--- config.mk ---
export PLATFORM = sky130hd
export DESIGN_NAME = bus_duty_counter
export DESIGN_NICKNAME = d
export VERILOG_FILES = /design/src/rtl/bus_duty_counter.sv
export SDC_FILE = /design/constraint.sdc
export NUM_CORES = 1
export LEC_CHECK = 0
export BUFFER_PORTS_ARGS = -buffer_cell sky130_fd_sc_hd__buf_2
export CELL_PAD_IN_SITES_DETAIL_PLACEMENT = 0
export CELL_PAD_IN_SITES_GLOBAL_PLACEMENT = 1
export CORE_AREA = 2 2 74 83
export DETAILED_ROUTE_END_ITERATION = 7
export DIE_AREA = 0 0 76 85
export GPL_TIMING_DRIVEN = 0
export PLACE_DENSITY_LB_ADDON = 0.05
export SKIP_CTS_REPAIR_TIMING = 1
export SYNTH_ARGS = -nofsm -noshare
export SYNTH_HDL_FRONTEND = slang
export SYNTH_SLANG_ARGS = --single-unit
--- constraint.sdc ---
create_clock -name clk -period 2.85 [get_ports clk]
set_clock_uncertainty 0.15 [all_clocks]
set_input_delay 0.1425 -clock clk [delete_from_list [all_inputs] [get_ports clk]]
set_output_delay 0.1425 -clock clk [all_outputs]
set_load 0.02 [all_outputs]
--- src/rtl/bus_duty_counter.sv ---
module bus_duty_counter #(
  parameter int CNT_W = 32
) (
  input  logic             clk,
  input  logic             rst_n,
  input  logic             ib_own,
  input  logic             ib_mst_rdy,
  input  logic             ib_tgt_rdy,
  input  logic [3:0]       sb_own,
  input  logic             sb_mst_rdy,
  input  logic             sb_tgt_rdy,
  input  logic [2:0]       cfg_sel,
  input  logic             cfg_en,
  input  logic             cnt_clr,
  output logic [CNT_W-1:0] cnt_val,
  output logic             cnt_ovf
);
  localparam int NUM_EV = 8;

  logic ib_data, ib_idle, sb_busy, sb_data, sb_idle, hit;
  logic [NUM_EV-1:0] ev;

  assign ib_data = ib_own & ib_mst_rdy & ib_tgt_rdy;
  assign ib_idle = ~ib_own;
  assign sb_busy = |sb_own;
  assign sb_data = sb_busy & sb_mst_rdy & sb_tgt_rdy;
  assign sb_idle = ~sb_busy;

  assign ev[0] = ib_idle;
  assign ev[1] = ib_data;
  assign ev[2] = sb_idle;
  assign ev[3] = sb_data;

  for (genvar g = 0; g < 4; g++) begin : g_own
    assign ev[4+g] = sb_own[g];
  end

  assign hit = cfg_en & ev[cfg_sel];

  always_ff @(posedge clk or negedge rst_n) begin
    if (!rst_n) begin
      cnt_val <= '0;
      cnt_ovf <= 1'b0;
    end else if (cnt_clr) begin
      cnt_val <= '0;
      cnt_ovf <= 1'b0;
    end else if (hit) begin
      cnt_val <= cnt_val + 1'b1;
      if (&cnt_val) cnt_ovf <= 1'b1;
    end
  end
endmodule


==> results.ini <==
[layout]
ff_latch_area_um2=825.8
final_common_cell=buf_2
num-nets-final=277
fill_cells=601
n_antenna_cell=0
multi_input_area_um2=1028
final_area_um2=2362
areaGrowthSynthToFinish_pct=22.12
final_cell_mix=51 x buf_2, 33 x dfrtp_1, 24 x a21oi_1
drive_gt1_share_pct=27.31

[yosys]
syn_inst=205
synth.net_count=222
synth_cell_types=37
synth_area_per_cell_um2=9.436
ys_warn_count=0
seq_area_frac_synth_pct=42.69
ys_ff_latch=33
synth_area_um2=1934

[clocking]
path_clk_slew_ns=0.07
clk_path_buf_depth=2
cts-htree-levels=2
cts_tree=done
numCtsBuffers=5
clock-root-buffer=clkbuf_8
cts.sinks=33
clock_latency_ns=0.28

[die]
io_pins=49
die_w_um=76
coreArea_um2=5624
die_y_um=85
row_count=29
initial_core_util_pct=34.39
die-area_um2=6460

[run_status]
status=complete, no violations

[timing]
relSlewSlack_pct=47.93
worst_pin_slew_ns=0.7811
setup_ws_ns=0.3530
hold_viol=0
rsz0062_at_grt=no
finalSetupViolCount=0
slew_viol_final=0
finalCriticalPeriod_ns=2.497
setup_tns_ns=0
timing.final.crit_share_pct=87.61
max_freq_mhz=400.5

[pwr]
power_density_nw_per_um2=386.0
p_leak_nw=0.9783
ir_drop_v=0.0001910

[drt]
final_antenna_net_count=0
drc_errors=0
vias=1838
dr.pass1.iters=4
vias_per_cell=5.454
initialDrtViolationCount=85
wire_per_inst_um=15.55
drt_wl_total_um=5239

[global_routing]
track_usage_pct=17.42
grt_pass1_vias=1760
use_met1_pct=23.84
grt_max_degree=34
grt_use_met2_pct=28.00
grt-ovfl-total=0
grt_pass1_wl_um=9073
met3_usage_pct=3.830
busiest_layer=met2
antenna_found_initial=0

[worst_setup_path]
worst_path_dominant_cell_family=simple AND/OR/NAND/NOR gates
cp-start-kind=register
crit_slowest_cell=dfrtp_1
critPathBufInv=1
required_ns=2.91
cp.arrival_ns=2.55
cp_slowest_stage_delay_ns=0.48
critPathKind=reg -> reg
r2r_slack_ns=0.35
end_kind=register
crit_fanout=10
crit_chain=ha_1 -> and4_1 -> nand2_4 -> or2_1 -> buf_2 -> or4_1 -> a21oi_1

[min_path]
worstHoldPathType=in -> reg

[placed_design]
dp_slack_ns=0.3451
gp_congestion=0.6814
portBuffers=47
hpwlAfterDp_um=3689
post_dp_cell_area_um2=2266

[job]
max_cap_viol_count=0

[flip-flops by register name, summed over array words and instances, names as in the netlist]
register  flops
cnt_val      32
cnt_ovf       1
[layout make-up]
type,instances,share of cell area [%]
multi-input combinational,155,43.54
timing repair buffer,48,10.38
sequential,33,34.96
buffer,12,2.595
tap,77,4.078
clock buffer,7,3.655
inverter,5,0.7945
[worst min-delay path: stages]
cell	delay, ns
buf_1	0.16
nor2_1	0.11
mux2_2	0.14
[metrics by stage]
stage,util [%],std cells,total power [mW],hold WS [ns]
detailed placement,40.29,329,0.5673,0.1292
finish,42.00,337,0.9118,0.1606
floorplan,-,205,0.5259,-0.3031
CTS,41.82,336,0.9298,-0.1852
global route,42.00,337,0.9583,0.1999
global placement,40.29,329,0.5669,0.1284
[power breakdown]
part	internal [mW]	leakage [nW]	switching, mW
Clock	0.192	0.0443	0.164
Sequential	0.471	0.460	0.00460
Combinational	0.0268	0.474	0.0545
Total	0.689	0.978	0.223
[Yosys cell counts]
| master | instances | share of area (%) |
|---|---|---|
| and4_1 | 6 | 2.7 |
| nand2_4 | 1 | 0.58 |
| or2_1 | 2 | 0.65 |
| o41ai_1 | 2 | 0.91 |
| inv_1 | 5 | 0.97 |
| nand4_1 | 8 | 2.6 |
| o221ai_4 | 1 | 1.4 |
| buf_1 | 1 | 0.19 |
| dfrtp_1 | 33 | 43 |
| o21ai_0 | 5 | 1.3 |
| or4_1 | 14 | 5.4 |
| a21oi_1 | 24 | 6.2 |
| nor2_1 | 10 | 1.9 |
| o21ba_2 | 3 | 1.6 |
| ha_1 | 1 | 0.65 |
| mux2_2 | 5 | 2.9 |
| nand2_1 | 12 | 2.3 |
| a21o_4 | 1 | 0.78 |
| a211o_1 | 1 | 0.45 |
| xnor2_1 | 5 | 2.3 |
| nor4_1 | 4 | 1.3 |
| o31a_1 | 2 | 0.91 |
| nand3b_1 | 2 | 0.78 |
| a211oi_2 | 1 | 0.65 |
| nand2b_1 | 2 | 0.65 |
| or4b_1 | 1 | 0.52 |
| and3_1 | 2 | 0.65 |
| a211oi_1 | 4 | 1.6 |
| buf_4 | 1 | 0.39 |
| nor3_1 | 3 | 0.78 |
| nand3_1 | 13 | 3.4 |
| buf_6 | 1 | 0.58 |
| o31ai_1 | 15 | 5.8 |
| or3_1 | 4 | 1.3 |
| buf_2 | 4 | 1.0 |
| clkbuf_1 | 5 | 0.97 |
| nor2b_1 | 1 | 0.32 |
[path summary, 6_finish.rpt]
check | from | end | depth (start not counted)
worst max register to register | cnt_val[0] | cnt_val[28] | 7
worst max-delay path | cnt_val[0] | cnt_val[28] | 7
worst min register to register | cnt_ovf | cnt_ovf | 1
worst min-delay path | cnt_clr | cnt_val[18] | 3
min in group asynchronous | rst_n | cnt_val[25] | 2
max in group asynchronous | rst_n | cnt_val[12] | 2
[cell families (layout without fill, tap and decap cells)]
family | Yosys count | count (layout) | synth area share (%)
simple gates | 85 | 85 | 25.87
compound gates | 59 | 59 | 21.48
flops | 33 | 33 | 42.69
buf+inv | 17 | 72 | 4.140
xor+xnor | 5 | 5 | 2.264
mux | 5 | 5 | 2.911
fa+ha+maj | 1 | 1 | 0.6467
[layer usage]
| metal | wire length (µm) | vias to the layer above |
|---|---|---|
| li1 | - | 911 |
| met1 | 2445 | 874 |
| met2 | 2451 | 47 |
| met3 | 273 | 6 |
| met4 | 68 | 0 |
| met5 | 0 | - |
No activity file was read; power rests on OpenSTA's default activity.
